## src/rtl/ssp_pkg.sv

```systemverilog
package ssp_pkg;

    localparam int DATA_W = 16;
    localparam int ADDR_W = 12;

    // word offsets (byte address >> 2)
    localparam logic [9:0] W_FMT   = 10'h000;
    localparam logic [9:0] W_PORT  = 10'h001;
    localparam logic [9:0] W_DATA  = 10'h002;
    localparam logic [9:0] W_STAT  = 10'h003;
    localparam logic [9:0] W_PRESC = 10'h004;
    localparam logic [9:0] W_ID0   = 10'h3F8;
    localparam logic [9:0] W_ID1   = 10'h3F9;
    localparam logic [9:0] W_ID2   = 10'h3FA;
    localparam logic [9:0] W_ID3   = 10'h3FB;

    localparam logic [15:0] ID0_VAL = 16'h0022;
    localparam logic [15:0] ID1_VAL = 16'h0010;
    localparam logic [15:0] ID2_VAL = 16'h0004;
    localparam logic [15:0] ID3_VAL = 16'h0000;

    localparam logic [15:0] FMT_WMASK = 16'hFFCF;
    localparam int          PORT_EN_BIT = 1;

    typedef enum logic [1:0] {
        SH_IDLE = 2'd0,
        SH_RUN  = 2'd1,
        SH_TAIL = 2'd2
    } shift_state_e;

    typedef struct packed {
        logic [7:0] rate;
        logic       cpha;
        logic       cpol;
        logic [1:0] rsvd;
        logic [3:0] size_m1;
    } fmt_t;

    typedef struct packed {
        logic [10:0] zero;
        logic        busy;
        logic        rx_full;
        logic        rx_nempty;
        logic        tx_nfull;
        logic        tx_empty;
    } status_t;

    function automatic logic [4:0] frame_len(input logic [3:0] size_m1);
        if (size_m1 < 4'd3) return 5'd4;
        return {1'b0, size_m1} + 5'd1;
    endfunction

    function automatic logic [15:0] half_len(input logic [7:0] presc, input logic [7:0] rate);
        logic [15:0] units;
        units = {9'd0, presc[7:1]};
        if (units == 16'd0) units = 16'd1;
        return units * ({8'd0, rate} + 16'd1);
    endfunction

endpackage

```

## src/rtl/ssp_fifo.sv

```systemverilog
module ssp_fifo #(
    parameter int W     = 16,
    parameter int DEPTH = 8
) (
    input  logic         clk,
    input  logic         rst,
    input  logic         push,
    input  logic [W-1:0] wdata,
    input  logic         pop,
    output logic [W-1:0] rdata,
    output logic         empty,
    output logic         full
);
    localparam int PW = (DEPTH > 1) ? $clog2(DEPTH) : 1;
    localparam int CW = $clog2(DEPTH + 1);
    localparam logic [PW-1:0] LAST = PW'(DEPTH - 1);
    localparam logic [CW-1:0] CMAX = CW'(DEPTH);

    logic [W-1:0]  mem [DEPTH];
    logic [PW-1:0] wp_q, rp_q;
    logic [CW-1:0] cnt_q;
    logic          do_push, do_pop;

    assign empty   = (cnt_q == '0);
    assign full    = (cnt_q == CMAX);
    assign do_push = push && !full;
    assign do_pop  = pop && !empty;
    assign rdata   = empty ? '0 : mem[rp_q];

    always_ff @(posedge clk) begin
        if (do_push) mem[wp_q] <= wdata;
    end

    always_ff @(posedge clk) begin
        if (rst) begin
            wp_q  <= '0;
            rp_q  <= '0;
            cnt_q <= '0;
        end else begin
            if (do_push) wp_q <= (wp_q == LAST) ? '0 : wp_q + 1'b1;
            if (do_pop)  rp_q <= (rp_q == LAST) ? '0 : rp_q + 1'b1;
            case ({do_push, do_pop})
                2'b10:   cnt_q <= cnt_q + 1'b1;
                2'b01:   cnt_q <= cnt_q - 1'b1;
                default: cnt_q <= cnt_q;
            endcase
        end
    end


    fifo_bound_chk: assert property (@(posedge clk) disable iff (rst)
        cnt_q <= CMAX);


    full_drop_chk: assert property (@(posedge clk) disable iff (rst)
        (push && full && !pop) |=> (cnt_q == $past(cnt_q)));

endmodule

```

## src/rtl/ssp_shifter.sv

```systemverilog
module ssp_shifter
    import ssp_pkg::*;
(
    input  logic              clk,
    input  logic              rst,
    input  logic              en,
    input  logic              cpol,
    input  logic              cpha,
    input  logic [3:0]        size_m1,
    input  logic [15:0]       half,
    input  logic              tx_valid,
    input  logic [DATA_W-1:0] tx_data,
    output logic              tx_pop,
    output logic              rx_push,
    output logic [DATA_W-1:0] rx_data,
    input  logic              miso,
    output logic              sck,
    output logic              mosi,
    output logic              cs_n,
    output logic              active
);
    shift_state_e st_q;
    logic [15:0]  tmr_q, half_q;
    logic [5:0]   edge_q;
    logic [4:0]   nb_q;
    logic         cpha_q, cpol_q;
    logic         sck_q, mosi_q, cs_q;
    logic [15:0]  tx_sh_q;
    logic [14:0]  rx_sh_q;
    logic         push_q;
    logic [15:0]  word_q;

    logic         tick, load_now, leading, sample_edge;
    logic [4:0]   nb_new;
    logic [15:0]  aligned;
    logic [5:0]   last_edge, last_sample;
    logic [15:0]  rx_next;

    assign tick        = (tmr_q == half_q - 16'd1);
    assign load_now    = en && tx_valid &&
                         ((st_q == SH_IDLE) || (st_q == SH_TAIL && tick));
    assign nb_new      = frame_len(size_m1);
    assign aligned     = tx_data << (5'd16 - nb_new);
    assign last_edge   = {nb_q, 1'b0} - 6'd1;
    assign last_sample = cpha_q ? last_edge : last_edge - 6'd1;
    assign leading     = !edge_q[0];
    assign sample_edge = leading ^ cpha_q;
    assign rx_next     = {rx_sh_q, miso};

    always_ff @(posedge clk) begin
        if (rst) begin
            st_q    <= SH_IDLE;
            tmr_q   <= '0;
            half_q  <= 16'd1;
            edge_q  <= '0;
            nb_q    <= 5'd4;
            cpha_q  <= 1'b0;
            cpol_q  <= 1'b0;
            sck_q   <= 1'b0;
            mosi_q  <= 1'b0;
            cs_q    <= 1'b1;
            tx_sh_q <= '0;
            rx_sh_q <= '0;
            push_q  <= 1'b0;
            word_q  <= '0;
        end else begin
            push_q <= 1'b0;
            if (load_now) begin
                st_q    <= SH_RUN;
                cs_q    <= 1'b0;
                tmr_q   <= '0;
                edge_q  <= '0;
                nb_q    <= nb_new;
                cpha_q  <= cpha;
                cpol_q  <= cpol;
                half_q  <= half;
                rx_sh_q <= '0;
                if (!cpha) begin
                    mosi_q  <= aligned[15];
                    tx_sh_q <= aligned << 1;
                end else begin
                    tx_sh_q <= aligned;
                end
            end else begin
                case (st_q)
                    SH_IDLE: begin
                        sck_q <= cpol;
                        cs_q  <= 1'b1;
                    end
                    SH_RUN: begin
                        if (tick) begin
                            tmr_q  <= '0;
                            sck_q  <= ~sck_q;
                            edge_q <= edge_q + 6'd1;
                            if (sample_edge) begin
                                rx_sh_q <= rx_next[14:0];
                                if (edge_q == last_sample) begin
                                    push_q <= 1'b1;
                                    word_q <= rx_next;
                                end
                            end else begin
                                mosi_q  <= tx_sh_q[15];
                                tx_sh_q <= tx_sh_q << 1;
                            end
                            if (edge_q == last_edge) st_q <= SH_TAIL;
                        end else begin
                            tmr_q <= tmr_q + 16'd1;
                        end
                    end
                    SH_TAIL: begin
                        if (tick) begin
                            st_q  <= SH_IDLE;
                            cs_q  <= 1'b1;
                            tmr_q <= '0;
                        end else begin
                            tmr_q <= tmr_q + 16'd1;
                        end
                    end
                    default: st_q <= SH_IDLE;
                endcase
            end
        end
    end

    assign tx_pop  = load_now;
    assign rx_push = push_q;
    assign rx_data = word_q;
    assign sck     = sck_q;
    assign mosi    = mosi_q;
    assign cs_n    = cs_q;
    assign active  = (st_q != SH_IDLE);


    cs_active_chk: assert property (@(posedge clk) disable iff (rst)
        (st_q != SH_IDLE) |-> !cs_q);


    sck_rest_chk: assert property (@(posedge clk) disable iff (rst)
        (st_q == SH_TAIL) |-> (sck_q == cpol_q));


    edge_bound_chk: assert property (@(posedge clk) disable iff (rst)
        (st_q == SH_RUN) |-> (edge_q <= last_edge));


    idle_when_off_chk: assert property (@(posedge clk) disable iff (rst)
        (st_q == SH_IDLE && !en) |=> (st_q == SH_IDLE));

endmodule

```

## src/rtl/ssp_master.sv

```systemverilog
module ssp_master
    import ssp_pkg::*;
#(
    parameter int FIFO_DEPTH = 8
) (
    input  logic        clk,
    input  logic        rst,
    input  logic [11:0] reg_addr,
    input  logic        reg_wr,
    input  logic [15:0] reg_wdata,
    input  logic        reg_rd,
    output logic [15:0] reg_rdata,
    output logic        sck,
    output logic        mosi,
    input  logic        miso,
    output logic        cs_n
);
    fmt_t        fmt_q;
    logic        en_q;
    logic [7:0]  presc_q;

    logic        aligned_hit;
    logic [9:0]  widx;
    logic        data_wr, data_rd;

    logic [15:0] tx_head, rx_head, rx_word;
    logic        tx_empty, tx_full, rx_empty, rx_full;
    logic        tx_pop, rx_push, active;
    status_t     stat;

    assign aligned_hit = (reg_addr[1:0] == 2'b00);
    assign widx        = reg_addr[11:2];
    assign data_wr     = reg_wr && aligned_hit && (widx == W_DATA);
    assign data_rd     = reg_rd && aligned_hit && (widx == W_DATA);

    always_ff @(posedge clk) begin
        if (rst) begin
            fmt_q   <= '0;
            en_q    <= 1'b0;
            presc_q <= '0;
        end else if (reg_wr && aligned_hit) begin
            case (widx)
                W_FMT:   fmt_q   <= fmt_t'(reg_wdata & FMT_WMASK);
                W_PORT:  en_q    <= reg_wdata[PORT_EN_BIT];
                W_PRESC: presc_q <= reg_wdata[7:0];
                default: ;
            endcase
        end
    end

    ssp_fifo #(.W(DATA_W), .DEPTH(FIFO_DEPTH)) i_txq (
        .clk(clk), .rst(rst),
        .push(data_wr), .wdata(reg_wdata),
        .pop(tx_pop), .rdata(tx_head),
        .empty(tx_empty), .full(tx_full)
    );

    ssp_fifo #(.W(DATA_W), .DEPTH(FIFO_DEPTH)) i_rxq (
        .clk(clk), .rst(rst),
        .push(rx_push), .wdata(rx_word),
        .pop(data_rd), .rdata(rx_head),
        .empty(rx_empty), .full(rx_full)
    );

    ssp_shifter i_shift (
        .clk(clk), .rst(rst),
        .en(en_q),
        .cpol(fmt_q.cpol), .cpha(fmt_q.cpha),
        .size_m1(fmt_q.size_m1),
        .half(half_len(presc_q, fmt_q.rate)),
        .tx_valid(!tx_empty), .tx_data(tx_head), .tx_pop(tx_pop),
        .rx_push(rx_push), .rx_data(rx_word),
        .miso(miso), .sck(sck), .mosi(mosi), .cs_n(cs_n),
        .active(active)
    );

    always_comb begin
        stat           = '0;
        stat.tx_empty  = tx_empty;
        stat.tx_nfull  = !tx_full;
        stat.rx_nempty = !rx_empty;
        stat.rx_full   = rx_full;
        stat.busy      = active || (en_q && !tx_empty);
    end

    always_comb begin
        reg_rdata = '0;
        if (aligned_hit) begin
            case (widx)
                W_FMT:   reg_rdata = fmt_q;
                W_PORT:  reg_rdata = {14'd0, en_q, 1'b0};
                W_DATA:  reg_rdata = rx_head;
                W_STAT:  reg_rdata = stat;
                W_PRESC: reg_rdata = {8'd0, presc_q};
                W_ID0:   reg_rdata = ID0_VAL;
                W_ID1:   reg_rdata = ID1_VAL;
                W_ID2:   reg_rdata = ID2_VAL;
                W_ID3:   reg_rdata = ID3_VAL;
                default: reg_rdata = '0;
            endcase
        end
    end


    busy_cs_chk: assert property (@(posedge clk) disable iff (rst)
        !cs_n |-> stat.busy);


    rx_bound_chk: assert property (@(posedge clk) disable iff (rst)
        (rx_push && rx_full && !data_rd) |=> rx_full);

endmodule

```

## config.mk

```make
export PLATFORM = sky130hd
export DESIGN_NAME = ssp_master
export DESIGN_NICKNAME = d
export VERILOG_FILES = /design/src/rtl/ssp_pkg.sv /design/src/rtl/ssp_fifo.sv /design/src/rtl/ssp_shifter.sv /design/src/rtl/ssp_master.sv
export SDC_FILE = /design/constraint.sdc
export NUM_CORES = 1
export LEC_CHECK = 0
export ABC_AREA = 1
export BUFFER_PORTS_ARGS = -buffer_cell sky130_fd_sc_hd__buf_2
export CORE_UTILIZATION = 40
export CTS_CLUSTER_DIAMETER = 200
export DETAILED_ROUTE_END_ITERATION = 10
export SLEW_MARGIN = 15
export SYNTH_ARGS = -nofsm -noshare
export SYNTH_HDL_FRONTEND = slang
export SYNTH_SLANG_ARGS = --single-unit
```

## constraint.sdc

```tcl
create_clock -name clk -period 9.33 [get_ports clk]
set_clock_uncertainty 0.15 [all_clocks]
set_input_delay 0.933 -clock clk [delete_from_list [all_inputs] [get_ports clk]]
set_output_delay 0.933 -clock clk [all_outputs]
set_load 0.05 [all_outputs]
```

==> impl_metrics.json <==
{
  "grt_pass1_wl_um": 82800,
  "syn-cell-area_sq_um": 20000,
  "async_reset_ff_frac": 0,
  "cp-start-kind": "flop",
  "ys_ff_latch": 402,
  "dieArea_sq_um": 51000,
  "fp-row-count": 81,
  "dpl.hpwl_um": 35300,
  "ys_types": 50,
  "fp.dieW_um": 226,
  "synthTopCellsByArea": "edfxtp_1, dfxtp_1, nand2_1, nor2_1, o21ai_0",
  "p_clk_frac": 0.460,
  "clk_path_buf_depth": 3,
  "grt.overflow.total": 0,
  "tritoncts": "built",
  "path_clk_slew_ns": 0.06,
  "clock_latency_ns": 0.57,
  "gr-usage-met3": 0.0354,
  "grt_max_degree": 66,
  "yosys-top-cells-count": "nand2_1, nor2_1, edfxtp_1",
  "ctsHoldBuffers": 0,
  "drc": 0,
  "slew_headroom": 0.238,
  "fmax_mhz": 172,
  "core_sq_um": 49200,
  "synth_edf_count": 256,
  "antenna_found_initial": 1,
  "ys_warn_count": 0,
  "max_cap_violations": 0,
  "gp_congestion": 0.882,
  "synth_top_area_cell": "edfxtp_1",
  "cts_root_buf": "clkbuf_16",
  "worstPathArrival_ns": 6.14,
  "status": "completed",
  "met1_usage": 0.293,
  "netlist_instances": 2211,
  "cp-startpoint": "fmt_q[8]",
  "p_sw_mw": 0.770,
  "synth.avg_cell_area_sq_um": 9.06,
  "syn_to_final_growth_pct": 11.5,
  "via_per_inst": 5.31,
  "hold_path.class": "flop to flop",
  "worst_hold_startpoint": "i_shift.rx_sh_q[12]",
  "dpl.cell_count": 2864,
  "worstPathRequired_ns": 9.66,
  "n_fill_cell": 4748,
  "vias": 15640,
  "synth-main-ff-cell": "edfxtp_1",
  "worst_slew_pin_slew_ns": 1.14,
  "tns_ns": 0,
  "crit_type": "flop to flop",
  "synth_most_common_cell": "nand2_1",
  "end_kind": "flop",
  "ios": 52,
  "power.density_nw_per_um2": 162,
  "dieHeight_um": 226,
  "combPwrFrac": 0.019,
  "cts_buffers": 43,
  "internal_power_mw": 2.85,
  "drtPass1Iterations": 7,
  "ctsResizeCount": 0,
  "antenna_cells": 0,
  "cp_max_fo": 7,
  "fin_crit_ns": 5.80,
  "postCtsSetupRepairBufs": 0,
  "holdWs_ns": 0.322,
  "start_util": 0.407,
  "rr_startpoint": "fmt_q[8]",
  "maxSlewViolCount": 0,
  "vdd_drop_max_uv": 106,
  "finalCritPeriodShare": 0.622,
  "busiest_layer": "met2",
  "io_buffers": 51,
  "synth-seq-area-share": 0.530,
  "cts.sinks": 402,
  "switching_share": 0.213,
  "drt_iter0_markers": 1235,
  "instances_no_fill": 2943,
  "setup_violations": 0,
  "htree_levels": 2,
  "grt_usage": 0.208,
  "num-nets-final": 2371,
  "synth_top_area_frac": 0.384,
  "postRouteAntennaNets": 0,
  "final_core_utilization": 0.454,
  "drive_gt1_frac": 0.0834,
  "seq_power_share": 0.520,
  "hold_violations": 0,
  "p_leak_nw": 8.79,
  "wirelength_um": 52300,
  "post_drt_wl_per_cell_um": 17.8,
  "syn-num-nets": 2337,
  "rsz0062_at_grt": "false",
  "grt_pass1_vias": 14617,
  "met2_usage": 0.331
}
worst max-delay path, stage by stage (launching register included):
cell and delay [ns]:
dfxtp_1 0.45, inv_1 0.15, nor3_1 0.37, nand4_1 0.17
nor2_1 0.15, xor2_1 0.44, nor2_1 0.11, fa_1 0.51
fa_1 0.44, fa_1 0.55, inv_1 0.05, fa_1 0.53
inv_1 0.04, ha_1 0.33, nand2_1 0.08, o21ai_0 0.18
a21oi_1 0.10, o21ai_0 0.35, a21oi_1 0.12, nor2_1 0.11
nor2_1 0.06, xor2_1 0.13, a21oi_1 0.12
kinds of logic after synthesis:
| kind of cell | after synthesis | share of synthesized area |
|---|---|---|
| adder cells (fa/ha/maj) | 93 | 0.0712 |
| XOR/XNOR | 49 | 0.0221 |
| AO/OA/AOI/OAI | 391 | 0.113 |
| buffers and inverters | 293 | 0.0577 |
| multiplexers | 2 | 0.00100 |
| AND/OR/NAND/NOR | 981 | 0.205 |
| flip-flops | 402 | 0.530 |
registers in the layout, indices dropped and copies added (netlist names), 4 cells and up, named ones only:
signal	count
fmt_q	14
i_rxq.cnt_q	4
i_rxq.mem	128
i_shift.edge_q	6
i_shift.half_q	16
i_shift.nb_q	5
i_shift.rx_data	16
i_shift.rx_sh_q	15
i_shift.tmr_q	16
i_shift.tx_sh_q	16
i_txq.cnt_q	4
i_txq.mem	128
presc_q	8
path summary, 6_finish.rpt:
kind | cells past startpoint | endpoint | slack [ns]
worst max-delay path | 22 | i_shift.half_q[14] | 3.53
worst min-delay path | 2 | i_shift.rx_sh_q[12] | 0.32
worst max register to register | 22 | i_shift.half_q[14] | 3.53
worst min register to register | 2 | i_shift.rx_sh_q[12] | 0.32
stage by stage:
step	power, mW	worst slack, ns	area (sq um)
after detailed placement	1.99	3.66	21000
final	3.62	3.53	22300
after global routing	3.72	3.14	22300
after floorplan	1.95	4.24	20000
after CTS	3.65	3.63	22300
after global placement	1.99	3.74	21000
per-layer routing:
layer / wire length [um] / share of wire / vias to the layer above
li1: - / - / 7580
met1: 24300 / 0.46 / 7524
met2: 23700 / 0.45 / 457
met3: 3100 / 0.059 / 79
met4: 1160 / 0.022 / 0
met5: 0 / 0 / -
final cells by class:
cell class,count,area (sq um),area share
clock inverters,20,181,0.00812
well taps,664,831,0.0372
flip-flops and latches,402,10600,0.475
repair buffers,77,450,0.0202
clock buffers,59,1190,0.0532
multi-input cells,1516,8300,0.372
inverters,205,769,0.0345
cells in the final DEF (no fill, tap or decap), types with 30 or more instances in the layout:
cell type | synthesis | layout
o21ai_0 | 178 | 178
o32ai_1 | 31 | 31
inv_1 | 196 | 196
nand3_1 | 156 | 156
ha_1 | 58 | 58
clkbuf_16 | 0 | 43
dfxtp_1 | 146 | 142
a21oi_1 | 104 | 104
nor2_1 | 353 | 353
buf_2 | 11 | 51
nand2_1 | 383 | 383
fa_1 | 35 | 35
edfxtp_1 | 256 | 256
xor2_1 | 30 | 30
power groups by stage:
stage	logic [mW]	registers, mW	clock network, mW
2_1_floorplan	0.0323	1.92	0
3_3_place_gp	0.0690	1.92	0
3_5_place_dp	0.0699	1.92	0
4_1_cts	0.0705	1.88	1.70
5_1_grt	0.0765	1.88	1.77
6_report	0.0705	1.88	1.66
(Power assumes the default switching activity.)
